## src/rtl/fault_nmi_pkg.sv

```systemverilog
package fault_nmi_pkg;
  localparam int unsigned SRC_CLKFAIL = 0;
  localparam int unsigned SRC_RAMECC  = 1;
  localparam int unsigned SRC_FLSECC  = 2;
  localparam int unsigned SRC_SPARE   = 3;
  localparam int unsigned NUM_SRC_DEF = 4;
  localparam int unsigned WD_W_DEF    = 16;
endpackage

```

## src/rtl/fault_flag_bank.sv

```systemverilog
module fault_flag_bank #(
  parameter int unsigned NUM_SRC = 4
) (
  input  logic               clk,
  input  logic               rst_n,
  input  logic [NUM_SRC-1:0] fault_i,
  input  logic [NUM_SRC-1:0] mask_i,
  input  logic               clr_we_i,
  input  logic               force_we_i,
  output logic [NUM_SRC-1:0] flag_o
);
  logic [NUM_SRC-1:0] flag_q;
  logic [NUM_SRC-1:0] flag_d;

  for (genvar k = 0; k < NUM_SRC; k++) begin : g_bit
    logic set_k;
    logic clr_k;

    always_comb begin
      set_k     = fault_i[k] | (force_we_i & mask_i[k]);
      clr_k     = clr_we_i & mask_i[k];
      flag_d[k] = set_k | (flag_q[k] & ~clr_k);
    end

    always_ff @(posedge clk or negedge rst_n) begin
      if (!rst_n) begin
        flag_q[k] <= 1'b0;
      end else begin
        flag_q[k] <= flag_d[k];
      end
    end


    fault_sets_flag_chk: assert property (@(posedge clk) disable iff (!rst_n)
      fault_i[k] |=> flag_q[k]);


    fall_needs_clear_chk: assert property (@(posedge clk) disable iff (!rst_n)
      $fell(flag_q[k]) |-> $past(clr_we_i && mask_i[k]));
  end

  assign flag_o = flag_q;
endmodule

```

## src/rtl/nmi_pulse_gen.sv

```systemverilog
module nmi_pulse_gen (
  input  logic clk,
  input  logic rst_n,
  input  logic any_flag_i,
  input  logic nmiint_clr_i,
  output logic nmi_req_o,
  output logic nmiint_o
);
  logic req_q, req_d;
  logic nmiint_q, nmiint_d;

  always_comb begin
    req_d = any_flag_i & ~nmiint_q;
    if (nmiint_q) begin
      nmiint_d = ~nmiint_clr_i;
    end else begin
      nmiint_d = any_flag_i;
    end
  end

  always_ff @(posedge clk or negedge rst_n) begin
    if (!rst_n) begin
      req_q    <= 1'b0;
      nmiint_q <= 1'b0;
    end else begin
      req_q    <= req_d;
      nmiint_q <= nmiint_d;
    end
  end


  req_single_cycle_chk: assert property (@(posedge clk) disable iff (!rst_n)
    req_q |=> !req_q);


  req_marks_status_chk: assert property (@(posedge clk) disable iff (!rst_n)
    req_q |-> nmiint_q);


  req_needs_clear_status_chk: assert property (@(posedge clk) disable iff (!rst_n)
    $rose(req_q) |-> $past(!nmiint_q));

  assign nmi_req_o = req_q;
  assign nmiint_o  = nmiint_q;
endmodule

```

## src/rtl/nmi_wdog.sv

```systemverilog
module nmi_wdog #(
  parameter int unsigned         WD_W       = 16,
  parameter logic [WD_W-1:0]     PERIOD_RST = 16'd512
) (
  input  logic            clk,
  input  logic            rst_n,
  input  logic            any_flag_i,
  input  logic            period_we_i,
  input  logic [WD_W-1:0] period_i,
  output logic [WD_W-1:0] count_o,
  output logic [WD_W-1:0] period_o,
  output logic            reset_o
);
  localparam logic [WD_W-1:0] ONE = WD_W'(1);

  logic [WD_W-1:0] cnt_q, cnt_d;
  logic [WD_W-1:0] per_q, per_d;
  logic            exp_q, exp_d;
  logic            rst_q, rst_d;
  logic            at_limit;

  always_comb begin
    at_limit = (cnt_q >= per_q);
    per_d    = period_we_i ? period_i : per_q;
    rst_d    = any_flag_i & at_limit & ~exp_q;
    if (!any_flag_i) begin
      cnt_d = '0;
      exp_d = 1'b0;
    end else begin
      cnt_d = at_limit ? cnt_q : (cnt_q + ONE);
      exp_d = exp_q | rst_d;
    end
  end

  always_ff @(posedge clk or negedge rst_n) begin
    if (!rst_n) begin
      cnt_q <= '0;
      per_q <= PERIOD_RST;
      exp_q <= 1'b0;
      rst_q <= 1'b0;
    end else begin
      cnt_q <= cnt_d;
      per_q <= per_d;
      exp_q <= exp_d;
      rst_q <= rst_d;
    end
  end


  idle_counter_zero_chk: assert property (@(posedge clk) disable iff (!rst_n)
    !any_flag_i |=> (cnt_q == '0));


  reset_single_cycle_chk: assert property (@(posedge clk) disable iff (!rst_n)
    rst_q |=> !rst_q);


  reset_at_limit_chk: assert property (@(posedge clk) disable iff (!rst_n)
    $rose(rst_q) |-> $past(cnt_q >= per_q));

  assign count_o  = cnt_q;
  assign period_o = per_q;
  assign reset_o  = rst_q;
endmodule

```

## src/rtl/fault_nmi_ctrl.sv

```systemverilog
module fault_nmi_ctrl
  import fault_nmi_pkg::*;
#(
  parameter int unsigned     NUM_SRC    = NUM_SRC_DEF,
  parameter int unsigned     WD_W       = WD_W_DEF,
  parameter logic [WD_W-1:0] PERIOD_RST = 16'd512
) (
  input  logic               clk,
  input  logic               rst_n,
  input  logic [NUM_SRC-1:0] fault_i,
  input  logic [NUM_SRC-1:0] reg_mask_i,
  input  logic               flag_clr_i,
  input  logic               flag_force_i,
  input  logic               nmiint_clr_i,
  input  logic               wd_period_we_i,
  input  logic [WD_W-1:0]    wd_period_i,
  output logic [NUM_SRC-1:0] flag_o,
  output logic               nmiint_o,
  output logic               nmi_req_o,
  output logic               trip_o,
  output logic [WD_W-1:0]    wd_count_o,
  output logic [WD_W-1:0]    wd_period_o,
  output logic               wd_reset_o
);
  logic [1:0]         rst_sync_q;
  logic               rst_int_n;
  logic [NUM_SRC-1:0] flags;
  logic               any_flag;

  always_ff @(posedge clk or negedge rst_n) begin
    if (!rst_n) begin
      rst_sync_q <= 2'b00;
    end else begin
      rst_sync_q <= {rst_sync_q[0], 1'b1};
    end
  end
  assign rst_int_n = rst_sync_q[1];

  fault_flag_bank #(.NUM_SRC(NUM_SRC)) u_flags (
    .clk        (clk),
    .rst_n      (rst_int_n),
    .fault_i    (fault_i),
    .mask_i     (reg_mask_i),
    .clr_we_i   (flag_clr_i),
    .force_we_i (flag_force_i),
    .flag_o     (flags)
  );

  assign any_flag = |flags;

  nmi_pulse_gen u_pulse (
    .clk          (clk),
    .rst_n        (rst_int_n),
    .any_flag_i   (any_flag),
    .nmiint_clr_i (nmiint_clr_i),
    .nmi_req_o    (nmi_req_o),
    .nmiint_o     (nmiint_o)
  );

  nmi_wdog #(.WD_W(WD_W), .PERIOD_RST(PERIOD_RST)) u_wdog (
    .clk         (clk),
    .rst_n       (rst_int_n),
    .any_flag_i  (any_flag),
    .period_we_i (wd_period_we_i),
    .period_i    (wd_period_i),
    .count_o     (wd_count_o),
    .period_o    (wd_period_o),
    .reset_o     (wd_reset_o)
  );

  assign flag_o = flags;
  assign trip_o = flags[SRC_CLKFAIL];


  trip_release_needs_clear_chk: assert property (@(posedge clk) disable iff (!rst_int_n)
    $fell(trip_o) |-> $past(flag_clr_i && reg_mask_i[SRC_CLKFAIL]));


  trip_on_clock_fail_chk: assert property (@(posedge clk) disable iff (!rst_int_n)
    fault_i[SRC_CLKFAIL] |=> trip_o);
endmodule

```

## config.mk

```make
export PLATFORM = sky130hd
export DESIGN_NAME = fault_nmi_ctrl
export DESIGN_NICKNAME = d
export VERILOG_FILES = /design/src/rtl/fault_nmi_pkg.sv /design/src/rtl/fault_flag_bank.sv /design/src/rtl/nmi_pulse_gen.sv /design/src/rtl/nmi_wdog.sv /design/src/rtl/fault_nmi_ctrl.sv
export SDC_FILE = /design/constraint.sdc
export NUM_CORES = 1
export LEC_CHECK = 0
export ABC_AREA = 1
export BUFFER_PORTS_ARGS = -buffer_cell sky130_fd_sc_hd__buf_2
export CAP_MARGIN = 20
export CORE_UTILIZATION = 28
export DETAILED_ROUTE_END_ITERATION = 6
export GPL_TIMING_DRIVEN = 0
export PLACE_DENSITY_LB_ADDON = 0.05
export SKIP_CTS_REPAIR_TIMING = 1
export SYNTH_ARGS = -nofsm -noshare
export SYNTH_HDL_FRONTEND = slang
export SYNTH_SLANG_ARGS = --single-unit
```

## constraint.sdc

```tcl
create_clock -name clk -period 3.1 [get_ports clk]
set_input_delay 0.62 -clock clk [delete_from_list [all_inputs] [get_ports clk]]
set_output_delay 0.62 -clock clk [all_outputs]
set_load 0.005 [all_outputs]
```

Word-level counts from Yosys, hierarchy flattened --
Cells that the tools add are included.
Cells by class: bitwise gates (word level) 31, muxes and demuxes 4, equal/unequal tests 1, add/sub/neg operators 1, reduce and logical (&&, ||, !) cells 1, magnitude comparators 1
Operators by type and width (number):
- two-way mux 16 bit | 2
- adder 16 x 1 -> 16 bit, second input constant | 1
- greater-or-equal comparator 16 bit | 1
- AND 1 bit | 15
- bitwise OR 1 bit | 9
- inverter 1 bit | 7
- OR reduction 4 bit | 1
- two-way mux 1 bit | 2
- != test 2 bit, second input constant | 1
Word-level totals: bits of input ports 30, register bits after elaboration 42, output and inout port bits 40, logic and storage cells 50

Depth between registers and ports, before layout --
word-level depth 5, mapped depth 14, gate-level depth less buffers 13

Hierarchy --
Synthesis repeated with hierarchy kept, for this count alone.
Unflattened totals: cells, all modules 316, area total of the unflattened synthesis 2467.4 um^2
By module, submodules not included:
- nmi_wdog | area an instance 2152.1 um^2, instances 1, cells an instance 281, sequential area each 852.1 um^2
- fault_flag_bank | area an instance 165.2 um^2, instances 1, cells an instance 20, sequential area each 100.1 um^2
- nmi_pulse_gen | area an instance 77.6 um^2, instances 1, cells an instance 8, sequential area each 50.0 um^2
- fault_nmi_ctrl | area an instance 72.6 um^2, instances 1, cells an instance 7, sequential area each 50.0 um^2

Worst setup path after synthesis --
Ideal clock, no wire load.
path type flip-flop to flip-flop, start register u_wdog.per_q[9] (netlist: u_wdog.period_o[9]), end register u_wdog.cnt_q[12] (netlist: u_wdog.count_o[12]), slack 1407 ps, setup time 118 ps, buffers on the path 1, data arrival time 1575 ps, data required time 2982 ps, stages on the path, launching flop included 12, period minus slack after synthesis 1693 ps, path through dfstp_2 inv_1 ha_1 nand2_1 nand2_1 nand3_1 a21oi_2 nor2_4 nand2_4 buf_6 nand3_1 nand2_1
On the way: longest elaborated chain between the ends 2
Ends and longest elaborated chain:
- from (decl) | RTL line nmi_wdog.sv:17 | logic [WD_W-1:0] per_q, per_d;
- from (signal assigned) | RTL line nmi_wdog.sv:43 | per_q <= per_d;
- greater-or-equal comparator 16 bit | RTL line nmi_wdog.sv:23 | at_limit = (cnt_q >= per_q);
- != test 2 bit (no line)
- to (signal assigned) | RTL line nmi_wdog.sv:42 | cnt_q <= cnt_d;
- to (decl) | RTL line nmi_wdog.sv:16 | logic [WD_W-1:0] cnt_q, cnt_d;
Every way passes these cells. A chain may end at the register's enable or synchronous reset.

Final worst setup path --
start register u_wdog.cnt_q[13] (netlist: u_wdog.count_o[13]), end register u_wdog.cnt_q[12] (netlist: u_wdog.count_o[12])
On the way: longest elaborated chain between the ends 2
Ends and longest elaborated chain (RTL line):
- greater-or-equal comparator 16 bit | nmi_wdog.sv:23
- != test 2 bit (no line)
Every way passes these cells.

==> flow_metrics.py <==
metrics = {
    "pwr": {
        "vdd_drop_max_mv": 0.2011,
        "leakagePower_uw": 0.001640,
        "power_per_cell_area_nw_per_um2": 535.2,
    },
    "synthesis": {
        "synth_area_sq_um": 2467,
        "synth.area.top_cells": "dfrtp_1, nand2_1, ha_1, inv_1, nand4_1",
        "synth_fp_nets": 355,
        "avgSynthCellArea_sq_um": 8.011,
        "ys_ff_latch": 42,
        "synth_top_area_frac": 0.4158,
        "syn_inst": 308,
        "yosysSeqAreaShare": 0.4265,
        "post_synth_num_cell_types": 30,
        "yosysTopAreaCell": "dfrtp_1",
        "ys_warn_count": 0,
    },
    "setup_path": {
        "rr_startpoint": "u_wdog.count_o[13]$_DFFE_PN0P_",
        "r2r_setup_slack_ps": 1190,
        "cp_max_fo": 10,
        "reg2reg_to": "u_wdog.count_o[12]$_DFFE_PN0P_",
        "cp_data_required_time_ps": 3330,
        "reg2reg_depth": 8,
        "crit_type": "reg2reg",
        "endpoint_kind": "register",
        "start_kind": "register",
        "critical_path_arrival_ps": 2140,
    },
    "detailed_routing": {
        "post_drt_wl_per_cell_um": 13.23,
        "wl_met3_um": 264,
        "top_layer_used": "met4",
        "drt-pass1-iter-count": 4,
        "drc": 0,
        "num_vias": 2205,
        "routed_wl_mm": 6.481,
        "wl_met2_mm": 2.980,
        "met1Wirelength_mm": 3.161,
        "avgViaCountPerCell": 4.500,
        "drt_iter0_drc": 75,
        "postRouteAntennaNets": 0,
    },
    "run": {
        "drv_cap": 0,
    },
    "cells_and_area": {
        "final_nets": 432,
        "multi_input_area_sq_um": 1206,
        "synthToLayoutAreaGrowth_pct": 23.28,
        "layout-drive-gt1-share": 0.2494,
        "final_cell_mix": "nand2_1, buf_2, inv_1, dfrtp_1, nand4_1",
        "layout_commonest_cell": "nand2_1",
        "postLayoutCellArea_sq_um": 3042,
        "n_antenna_cell": 0,
        "num-fill-cells": 921,
        "regArea_sq_um": 1054,
    },
    "timing": {
        "final_max_slew_viol_count": 0,
        "worst_pin_slew_ps": 538.6,
        "period_needed_ps": 1912,
        "slew_headroom": 0.6409,
        "setup_tns_ps": 0,
        "max_freq_ghz": 0.5230,
        "finalCritPeriodShare": 0.6168,
        "finalSetupViolCount": 0,
        "fin_skew_ps": 6.162,
        "rsz0062_at_grt": "false",
        "holdWs_ps": 95.88,
        "hold_viol_final": 0,
        "fin_ws_ps": 1188,
    },
    "die": {
        "row_count": 33,
        "die-area_sq_um": 9191,
        "initial_utilization": 0.2944,
        "die_h_um": 95.87,
        "die_x_um": 95.87,
        "num_io_pins": 70,
        "core_sq_um": 8382,
    },
    "placement": {
        "dp_hpwl_mm": 4.937,
        "pre_cts_slack_ps": 1182,
        "place_congestion": 0.7608,
        "placed_area_sq_um": 2965,
        "port_buffers": 69,
    },
    "clock_network": {
        "cts_made_buffers": 5,
        "cts_tree": "built",
        "cts_max_level": 2,
        "cts.sinks": 42,
        "cts_root_buffer": "clkbuf_8",
        "clk_latency_ps": 290,
        "cts_buffer_depth": 2,
        "clk_pin_slew_worst_paths_ps": 80,
    },
    "worst_hold_path": {
        "min_path_type": "in2async",
    },
    "global_route": {
        "grt_antenna_before_repair": 0,
        "grt_max_degree": 24,
        "grt-ovfl-total": 0,
        "grt_pass1_vias": 2070,
        "gr-usage-all-layers": 0.1546,
        "grt_pass1_wl_mm": 10.63,
    },
    "run_status": {
        "status": "finished clean",
    },
}
worst max-delay path by stage:
stage	start	endpoint	slack (ps)
after floorplan	u_wdog.period_o[9]$_DFFE_PN1P_	u_wdog.count_o[12]$_DFFE_PN0P_	1410
after CTS	u_wdog.count_o[13]$_DFFE_PN0P_	u_wdog.count_o[12]$_DFFE_PN0P_	1150
after global routing	u_wdog.count_o[11]$_DFFE_PN0P_	u_wdog.count_o[4]$_DFFE_PN0P_	1010
after global placement	u_wdog.count_o[11]$_DFFE_PN0P_	u_wdog.count_o[4]$_DFFE_PN0P_	1160
after detailed placement	u_wdog.count_o[13]$_DFFE_PN0P_	u_wdog.count_o[6]$_DFFE_PN0P_	1180
final	u_wdog.count_o[13]$_DFFE_PN0P_	u_wdog.count_o[12]$_DFFE_PN0P_	1190
worst max-delay path, cell delays in order, from the launching register on:
cell and delay, ps:
dfrtp_1 490, ha_1 350, nand4_1 150, nor2_1 270
nand2_4 140, nand2_4 130, buf_6 160, nand3_1 70
nand2_1 80
where the power goes:
part | total (uW) | internal [uW] | switching (uW)
Clock | 343 | 156 | 188
Sequential | 763 | 640 | 122
Combinational | 522 | 244 | 278
flip-flops by register name, indices dropped and copies added, names as in the netlist:
signal and cells:
rst_sync_q 2, u_flags.flag_o 4, u_pulse.nmi_req_o 1, u_pulse.nmiint_o 1, u_wdog.count_o 16, u_wdog.exp_q 1, u_wdog.period_o 16, u_wdog.reset_o 1
final cells by class:
type	count	share of cell area
clock buffer	7	0.02509
sequential	42	0.3464
inverter	41	0.05060
buffer	10	0.01810
multi-input combinational	215	0.3965
tap	105	0.04319
timing repair buffer	70	0.1201
synthesized netlist by cell type, drive strengths merged:
cell	count
nand2	85
dfrtp	41
inv	40
nor2	28
nand4	23
nand3	22
ha	17
o21ai	17
a21oi	6
buf	5
clkbuf	5
a221o	4
xor2	4
o21bai	3
clkinv	1
conb	1
dfstp	1
mux2	1
nand3b	1
nor3	1
o21a	1
xnor2	1
logic make-up after synthesis:
group | synth area share
other cells | 0.001520
fa+ha+maj | 0.08621
buf+inv | 0.08468
flops | 0.4265
xor+xnor | 0.01775
compound gates | 0.07657
simple gates | 0.3022
mux | 0.004564
metal layers:
layer  vias to the layer above  global-route usage
li1                       1158                   -
met1                       986              0.2038
met3                         7             0.03160
met5                         -                   0
met4                         0             0.04104
met2                        54              0.2571
metrics by stage:
step | cells | power, uW | util
6_report | 490 | 1628 | 0.3629
5_1_grt | 490 | 1782 | 0.3629
4_1_cts | 490 | 1667 | 0.3629
3_5_place_dp | 483 | 1309 | 0.3538
3_3_place_gp | 482 | 1306 | 0.3512
2_1_floorplan | 308 | 1100 | -
Note: power is estimated with default switching activity, not from simulation.
